**config.mk**
```make
export PLATFORM = sky130hd
export DESIGN_NAME = sleep_wake_ctrl
export DESIGN_NICKNAME = d
export VERILOG_FILES = /design/src/rtl/swc_pkg.sv /design/src/rtl/swc_sync.sv /design/src/rtl/swc_wake_eval.sv /design/src/rtl/swc_fsm.sv /design/src/rtl/sleep_wake_ctrl.sv
export SDC_FILE = /design/constraint.sdc
export NUM_CORES = 1
export LEC_CHECK = 0
export BUFFER_PORTS_ARGS = -buffer_cell sky130_fd_sc_hd__buf_2
export CAP_MARGIN = 10
export CORE_UTILIZATION = 35
export DETAILED_ROUTE_END_ITERATION = 7
export PLACE_DENSITY = 0.71
export RECOVER_POWER = 100
export SLEW_MARGIN = 5
export SYNTH_ARGS = -nofsm -noshare
export SYNTH_HDL_FRONTEND = slang
export SYNTH_SLANG_ARGS = --single-unit
```
**constraint.sdc**
```tcl
create_clock -name clk -period 1.6 [get_ports clk]
set_input_delay 0.24 -clock clk [delete_from_list [all_inputs] [get_ports clk]]
set_output_delay 0.24 -clock clk [all_outputs]
set_load 0.05 [all_outputs]
```
**src/rtl/swc_pkg.sv**
```systemverilog
package swc_pkg;
  // Wake or abort cause, listed in priority order
  typedef enum logic [1:0] {
    WK_NONE = 2'd0,
    WK_EXT  = 2'd1,
    WK_WDT  = 2'd2,
    WK_IRQ  = 2'd3
  } wake_e;
endpackage

```
**src/rtl/swc_sync.sv**
```systemverilog
module swc_sync #(
  parameter int STAGES = 2
) (
  input  logic clk,
  input  logic por_n,
  input  logic d,
  output logic q
);
  logic [STAGES-1:0] sh;

  generate
    if (STAGES == 1) begin : g_one
      always_ff @(posedge clk or negedge por_n)
        if (!por_n) sh <= '0;
        else        sh <= d;
    end else begin : g_chain
      always_ff @(posedge clk or negedge por_n)
        if (!por_n) sh <= '0;
        else        sh <= {sh[STAGES-2:0], d};
    end
  endgenerate

  assign q = sh[STAGES-1];
endmodule

```
**src/rtl/swc_wake_eval.sv**
```systemverilog
module swc_wake_eval
  import swc_pkg::*;
#(
  parameter int NSRC = 4
) (
  input  logic            ext_s,
  input  logic            wdt_timeout,
  input  logic [NSRC-1:0] irq_flag,
  input  logic [NSRC-1:0] irq_en,
  output wake_e           cause
);
  logic [NSRC-1:0] hit;

  // A source counts only when its own flag and enable are both set
  for (genvar g = 0; g < NSRC; g++) begin : g_src
    assign hit[g] = irq_flag[g] & irq_en[g];
  end

  always_comb begin
    if (ext_s)            cause = WK_EXT;
    else if (wdt_timeout) cause = WK_WDT;
    else if (|hit)        cause = WK_IRQ;
    else                  cause = WK_NONE;
  end
endmodule

```
**src/rtl/swc_fsm.sv**
```systemverilog
module swc_fsm
  import swc_pkg::*;
#(
  parameter int              PCW     = 13,
  parameter logic [PCW-1:0]  ISR_VEC = 13'h0004
) (
  input  logic           clk,
  input  logic           por_n,
  input  logic           sleep_exec,
  input  logic           ext_s,
  input  logic           gie,
  input  wake_e          cause,
  input  logic [PCW-1:0] pc_next,
  output logic           asleep,
  output logic           pd,
  output logic           to,
  output logic           wdt_clr,
  output logic           core_rst,
  output logic           pc_load,
  output logic [PCW-1:0] pc_target
);
  logic vec_pend;

  always_ff @(posedge clk or negedge por_n) begin
    if (!por_n) begin
      asleep    <= 1'b0;
      pd        <= 1'b1;
      to        <= 1'b1;
      wdt_clr   <= 1'b0;
      core_rst  <= 1'b0;
      pc_load   <= 1'b0;
      pc_target <= '0;
      vec_pend  <= 1'b0;
    end else begin
      wdt_clr  <= 1'b0;
      pc_load  <= 1'b0;
      vec_pend <= 1'b0;
      core_rst <= ext_s;
      if (vec_pend) begin
        pc_load   <= 1'b1;
        pc_target <= ISR_VEC;
      end
      if (asleep) begin
        case (cause)
          WK_EXT: begin
            asleep  <= 1'b0;
            wdt_clr <= 1'b1;
          end
          WK_WDT: begin
            asleep    <= 1'b0;
            wdt_clr   <= 1'b1;
            to        <= 1'b0;
            pc_load   <= 1'b1;
            pc_target <= pc_next;
          end
          WK_IRQ: begin
            asleep    <= 1'b0;
            wdt_clr   <= 1'b1;
            pc_load   <= 1'b1;
            pc_target <= pc_next;
            vec_pend  <= gie;
          end
          default: ;
        endcase
      end else begin
        if (cause == WK_WDT) begin
          core_rst <= 1'b1;
          to       <= 1'b0;
        end else if (sleep_exec && cause == WK_NONE) begin
          asleep  <= 1'b1;
          pd      <= 1'b0;
          to      <= 1'b1;
          wdt_clr <= 1'b1;
        end
      end
    end
  end

  // entering sleep always comes with a watchdog clear
  assert_sleep_clr_R1: assert property (@(posedge clk) disable iff (!por_n)
    $rose(asleep) |-> (wdt_clr && !pd && to));

  // power-down bit never rises outside power-on reset
  assert_pd_no_rise_R2: assert property (@(posedge clk) disable iff (!por_n)
    !$rose(pd));

  // every exit from sleep clears the watchdog
  assert_wake_clr_R6: assert property (@(posedge clk) disable iff (!por_n)
    $fell(asleep) |-> wdt_clr);

  // a pending enabled interrupt turns the sleep strobe into a no-op
  assert_noop_R9: assert property (@(posedge clk) disable iff (!por_n)
    (!asleep && sleep_exec && cause == WK_IRQ) |=> (!asleep && !wdt_clr && pd == $past(pd)));

  // a vector request is served on the following cycle
  assert_vec_follow_R5: assert property (@(posedge clk) disable iff (!por_n)
    vec_pend |=> (pc_load && pc_target == ISR_VEC));

  // a synchronised external reset is reflected on core_rst one edge later
  assert_ext_rst_R8: assert property (@(posedge clk) disable iff (!por_n)
    ext_s |=> core_rst);
endmodule

```
**src/rtl/sleep_wake_ctrl.sv**
```systemverilog
module sleep_wake_ctrl
  import swc_pkg::*;
#(
  parameter int             NSRC      = 4,
  parameter int             PCW       = 13,
  parameter logic [PCW-1:0] ISR_VEC   = 13'h0004,
  parameter int             SYNC_STGS = 2
) (
  input  logic            clk,
  input  logic            por_n,
  input  logic            sleep_exec,
  input  logic            ext_rst_req,
  input  logic            wdt_timeout,
  input  logic [NSRC-1:0] irq_flag,
  input  logic [NSRC-1:0] irq_en,
  input  logic            gie,
  input  logic [PCW-1:0]  pc_next,
  output logic            pd,
  output logic            to,
  output logic            wdt_clr,
  output logic            osc_en,
  output logic            io_hold,
  output logic            core_rst,
  output logic            pc_load,
  output logic [PCW-1:0]  pc_target
);
  logic  ext_s;
  logic  asleep;
  wake_e cause;

  swc_sync #(.STAGES(SYNC_STGS)) u_sync (
    .clk   (clk),
    .por_n (por_n),
    .d     (ext_rst_req),
    .q     (ext_s)
  );

  swc_wake_eval #(.NSRC(NSRC)) u_eval (
    .ext_s       (ext_s),
    .wdt_timeout (wdt_timeout),
    .irq_flag    (irq_flag),
    .irq_en      (irq_en),
    .cause       (cause)
  );

  swc_fsm #(.PCW(PCW), .ISR_VEC(ISR_VEC)) u_fsm (
    .clk        (clk),
    .por_n      (por_n),
    .sleep_exec (sleep_exec),
    .ext_s      (ext_s),
    .gie        (gie),
    .cause      (cause),
    .pc_next    (pc_next),
    .asleep     (asleep),
    .pd         (pd),
    .to         (to),
    .wdt_clr    (wdt_clr),
    .core_rst   (core_rst),
    .pc_load    (pc_load),
    .pc_target  (pc_target)
  );

  assign osc_en  = ~asleep;
  assign io_hold = asleep;
endmodule

```
==> impl_metrics.ini, run 1 <==
[placement]
gp_congestion = 0.7069
place_hpwl_mm = 1.441
portBuffers = 46

[logic_synthesis]
synth_edf_count = 0
seq_area_frac_synth = 0.5725
yosysUniqueCellTypes = 19
synth_seq_cells = 22
ys.flop_type = dfrtp_1
synth_cells = 71
syn_area_sq_um = 965.9
syn-num-nets = 98
yosysWarningCount = 0
avgSynthCellArea_sq_um = 13.60
yosysTopAreaCell = dfrtp_1
synth_top_area_share = 0.5181
synthArstFlopShare = 1.000
synth_area_leaders = dfrtp_1, mux2_4, nor2b_1

[critical_path]
crit_required_ns = 1.80
cp-start-kind = flop
cp.depth = 3
rr_startpoint = u_fsm.asleep$_DFF_PN0_
crit_end = u_fsm.pc_target[11]$_DFF_PN0_
slowest_delay_ns = 0.44
path_delay_family = flip-flops
r2r_slack_ns = 0.15
cp.arrival_ns = 1.65
path_buf_inv = 1
path_cells = clkinvlp_4, a311o_4, mux2_1
worstSetupPathType = flop to flop
rr_worst_depth = 3
path_max_fanout = 14
rr_endpoint = u_fsm.pc_target[11]$_DFF_PN0_
cp-end-kind = flop
startpoint = u_fsm.asleep$_DFF_PN0_
cp_slowest_cell = dfrtp_2

[route]
vias = 704
routedWlPerCell_um = 13.04
wl_met1_um = 870
dr_wl_met3_um = 165
first_pass_iters = 4
initialDrtViolationCount = 11
vias_per_cell = 4.693
drc = 0
totalWireLength_mm = 1.956
antenna_left = 0
top_layer_used = met3
dr_wl_met2_um = 920

[clock_network]
cts_resized = 0
cts_buffers = 3
cts_hold_buffers = 1
clock_path_buffers = 2
post_cts_buffers = 0
cts_tree = done
cts.clk_slew.worst_paths_ns = 0.12
clkLatencyLatePin_ns = 0.31
htreeDepth = 1
cts.sinks = 22
ctsRootBufferMaster = clkbuf_4

[finish]
ff_latch_area_sq_um = 554.3
fillers = 253
drive_above_1_share = 0.3833
antennaDiodeCount = 0
multiInputGateArea_sq_um = 349.1
area_delta_synth_final_pct = 26.30
nets = 148

[sta]
tns_ns = 0
period_needed_ns = 1.449
worst_pin_slew_ns = 0.6003
rsz0062_at_grt = false
finalMaxSlewViolations = 0
setup_viol = 0
hold-worst-slack_ns = 0.03200
slew-limit-headroom = 0.6015
fmax_mhz = 690.2
finalHoldViolCount = 0
finalCritPeriodShare = 0.9055
skew_ns = 0.004050

[die]
initial_core_util = 0.3795
die-width_um = 54.54
core_sq_um = 2545
die-area_sq_um = 2974
dieHeight_um = 54.54
io_pins = 47
placementRows = 18

[status]
outcome = finished clean

[power]
leakagePower_nw = 0.5933
power_density_nw_per_um2 = 1413
vdd_ir_drop_max_mv = 0.8133

[grt]
antenna_found_initial = 0
grt_pass1_wl_mm = 3.022
grt_overflow = 0
track_usage = 0.1509
grt_start_max_net_pins = 23
grt_pass1_vias = 709

[run]
timing.max_cap.violations = 0

[hold_path]
hp-class = input port to flop
through the flow:
step / power (mW) / std cells / worst slack [ns] / util / area, sq um
5_1_grt: 1.818 / 150 / 0.07358 / 0.4794 / 1220
6_report: 1.724 / 150 / 0.1512 / 0.4794 / 1220
3_3_place_gp: 1.487 / 145 / 0.07178 / 0.4808 / 1224
4_1_cts: 1.819 / 150 / 0.1465 / 0.4990 / 1270
2_1_floorplan: 1.314 / 71 / -0.3028 / - / 970.9
3_5_place_dp: 1.504 / 145 / 0.02281 / 0.4808 / 1224
final cells by class:
class / instances / area share
Multi-Input combinational cell: 42 / 0.2862
Inverter: 5 / 0.01846
Tap cell: 30 / 0.03077
Timing Repair Buffer: 47 / 0.1805
Clock buffer: 4 / 0.02974
Sequential cell: 22 / 0.4544
Yosys cell counts (all sizes together), types with 2 or more instances:
cell	n
dfrtp	20
mux2	13
nor2b	13
inv	5
nor2	4
a22oi	2
a41oi	2
dfstp	2
cells in the final DEF (no fill, tap or decap), drive strengths merged, types with 2 or more instances in the layout:
master and n:
buf 25, clkbuf 25, dfrtp 20, nor2b 13, mux2 13, inv 4, nor2 4, a22oi 2
a41oi 2, dfstp 2
sequential cells by signal, summed over array words and instances (netlist names):
register and cells:
u_fsm.pc_target 13, u_sync.sh 2, u_fsm.asleep 1, u_fsm.core_rst 1, u_fsm.pc_load 1, u_fsm.pd 1, u_fsm.to 1, u_fsm.vec_pend 1
u_fsm.wdt_clr 1
power breakdown:
group,internal [mW],leakage (nW),switching [mW]
clock network,0.139,0.0210,0.168
logic,0.176,0.307,0.514
registers,0.669,0.266,0.0588
how the worst min path moves through the flow:
stage	startpoint	endpoint	slack [ns]	cells after the start
after floorplan	por_n	u_fsm.asleep$_DFF_PN0_	-0.06	0
after global placement	por_n	u_fsm.wdt_clr$_DFF_PN0_	0.22	1
after detailed placement	por_n	u_fsm.wdt_clr$_DFF_PN0_	0.23	1
after CTS	ext_rst_req	u_sync.sh[0]$_DFF_PN0_	0.02	1
after global routing	ext_rst_req	u_sync.sh[0]$_DFF_PN0_	0.01	1
final	ext_rst_req	u_sync.sh[0]$_DFF_PN0_	0.03	1
per-layer routing:
| metal | vias up | global-route usage |
|---|---|---|
| li1 | 339 | - |
| met1 | 321 | 0.1705 |
| met2 | 44 | 0.2703 |
| met3 | 0 | 0.05000 |
| met4 | 0 | 0.03846 |
| met5 | - | 0 |
cell families after synthesis:
logic type | after synthesis | synth area share
compound gates | 8 | 0.08419
mux | 14 | 0.1930
flops | 22 | 0.5725
buf+inv | 7 | 0.03497
simple gates | 20 | 0.1153
worst register-to-register path, stage by stage (launching register included):
cell	delay, ns
dfrtp_2	0.44
clkinvlp_4	0.13
a311o_4	0.42
mux2_1	0.35
No activity file was read; power rests on OpenSTA's default activity.
==> inputs of run 2 (changes only) <==
- CELL_PAD_IN_SITES_DETAIL_PLACEMENT: unset -> 0
- CELL_PAD_IN_SITES_GLOBAL_PLACEMENT: unset -> 1
- CORE_UTILIZATION: 35 -> 34
- PLACE_DENSITY: 0.71 -> 0.84
==> impl_metrics.ini, run 2 (same netlist as run 1, synthesis figures left out) <==
[clock_network]
clock_path_buffers = 2
cts_resized = 0
cts.clk_slew.worst_paths_ns = 0.12
clkLatencyLatePin_ns = 0.30
ctsRootBufferMaster = clkbuf_4
cts_tree = done
cts.sinks = 22
cts_buffers = 3
htreeDepth = 1

[hold_path]
hp-class = input port to flop
hold_path.startpoint = ext_rst_req

[power]
power_density_nw_per_um2 = 1486
vdd_ir_drop_max_mv = 0.9511
power.total_mw = 1.878
leakagePower_nw = 0.6383

[route]
initialDrtViolationCount = 7
totalWireLength_mm = 1.898
drc = 0
routedWlPerCell_um = 12.65
first_pass_iters = 4
vias_per_cell = 4.680
antenna_left = 0
vias = 702

[grt]
grt_pass1_wl_mm = 3.194
grt_start_max_net_pins = 23
track_usage = 0.1329
grt_pass1_vias = 736
grt_overflow = 0
antenna_found_initial = 0

[sta]
period_needed_ns = 1.487
finalHoldViolCount = 0
worst_pin_slew_ns = 0.5988
finalCritPeriodShare = 0.9292
setup_viol = 0
finalMaxSlewViolations = 0
fmax_mhz = 672.6
rsz0062_at_grt = false
slew-limit-headroom = 0.6025
skew_ns = 0.002173

[finish]
layout_common_cells = buf_2, dfrtp_1, clkbuf_1, nor2b_1, mux2_4
fillers = 241
antennaDiodeCount = 0
area_delta_synth_final_pct = 30.83
nets = 148
final_cells = 150
regMostFlops = u_fsm.pc_target
mostFrequentLayoutCell = buf_2
largest_register_ff_count = 13
drive_above_1_share = 0.4500
largestRegisters = u_fsm.pc_target (13), u_sync.sh (2)
finalInstanceArea_sq_um = 1264

[critical_path]
slowest_delay_ns = 0.46
cp-end-kind = flop
cp-start-kind = flop
path_delay_family = compound AO/OA/AOI/OAI gates
path_max_fanout = 14
crit_required_ns = 1.80
startpoint = u_fsm.asleep$_DFF_PN0_
cp.arrival_ns = 1.69
worstSetupPathType = flop to flop
path_cells = clkinvlp_2, a311o_4, mux2_4
rr_startpoint = u_fsm.asleep$_DFF_PN0_
path_buf_inv = 1
cp_slowest_cell = a311o_4

[die]
die-area_sq_um = 3058
core_sq_um = 2590
placementRows = 18
initial_core_util = 0.3729
io_pins = 47
dieHeight_um = 55.30
die-width_um = 55.30

[placement]
portBuffers = 46
place_hpwl_mm = 1.401
dp_cells = 145
placed_area_sq_um = 1224
gp_congestion = 0.7163

[status]
outcome = finished clean

[run]
timing.max_cap.violations = 0
## run 2: layout make-up
type	count	area, sq um	share of cell area
flip-flops and latches	22	554.3	0.4386
multi-input cells	42	379.1	0.3000
repair buffers	47	220.2	0.1743
well taps	30	37.54	0.02970
clock inverters	1	30.03	0.02376
clock buffers	3	22.52	0.01782
inverters	5	20.02	0.01584
## run 2: through the flow
stage / hold slack [ns] / util / setup TNS [ns] / setup slack [ns]
6_report: 0.03354 / 0.4879 / 0 / 0.1133
5_1_grt: 0.0003892 / 0.4879 / 0 / 0.05340
4_1_cts: 0.02024 / 0.4966 / 0 / 0.1495
3_5_place_dp: 0.2284 / 0.4725 / 0 / 0.02821
3_3_place_gp: 0.2221 / 0.4725 / 0 / 0.08228
2_1_floorplan: -0.05559 / - / -3.064 / -0.3028
## run 2: what timing repair did
action	CTS	global route
hold endpoints to repair	20	0
hold buffers	1	0
setup buffers	0	0
## run 2: per-layer routing
layer | track usage | up-vias | share of wire
li1 | - | 341 | -
met1 | 0.1641 | 323 | 0.45
met2 | 0.2151 | 38 | 0.46
met3 | 0.04918 | 0 | 0.093
met4 | 0.04286 | 0 | 0
met5 | 0 | - | 0
## run 2: path summary, 6_finish.rpt
check	to	slack [ns]	cells after the start
max	u_fsm.pc_target[7]$_DFF_PN0_	0.11	3
min	u_sync.sh[0]$_DFF_PN0_	0.03	1
max reg2reg	u_fsm.pc_target[7]$_DFF_PN0_	0.11	3
min reg2reg	u_sync.sh[1]$_DFF_PN0_	0.36	0
max in group asynchronous	u_fsm.pd$_DFFE_PN1P_	0.83	2
min in group asynchronous	u_fsm.core_rst$_DFF_PN0_	0.41	2
## run 2: where the power goes
part | leakage, nW | total [mW] | internal, mW | switching (mW)
sequential | 0.266 | 0.726 | 0.669 | 0.0571
clock | 0.0279 | 0.419 | 0.253 | 0.166
combinational | 0.345 | 0.732 | 0.221 | 0.511
total | 0.638 | 1.88 | 1.14 | 0.735
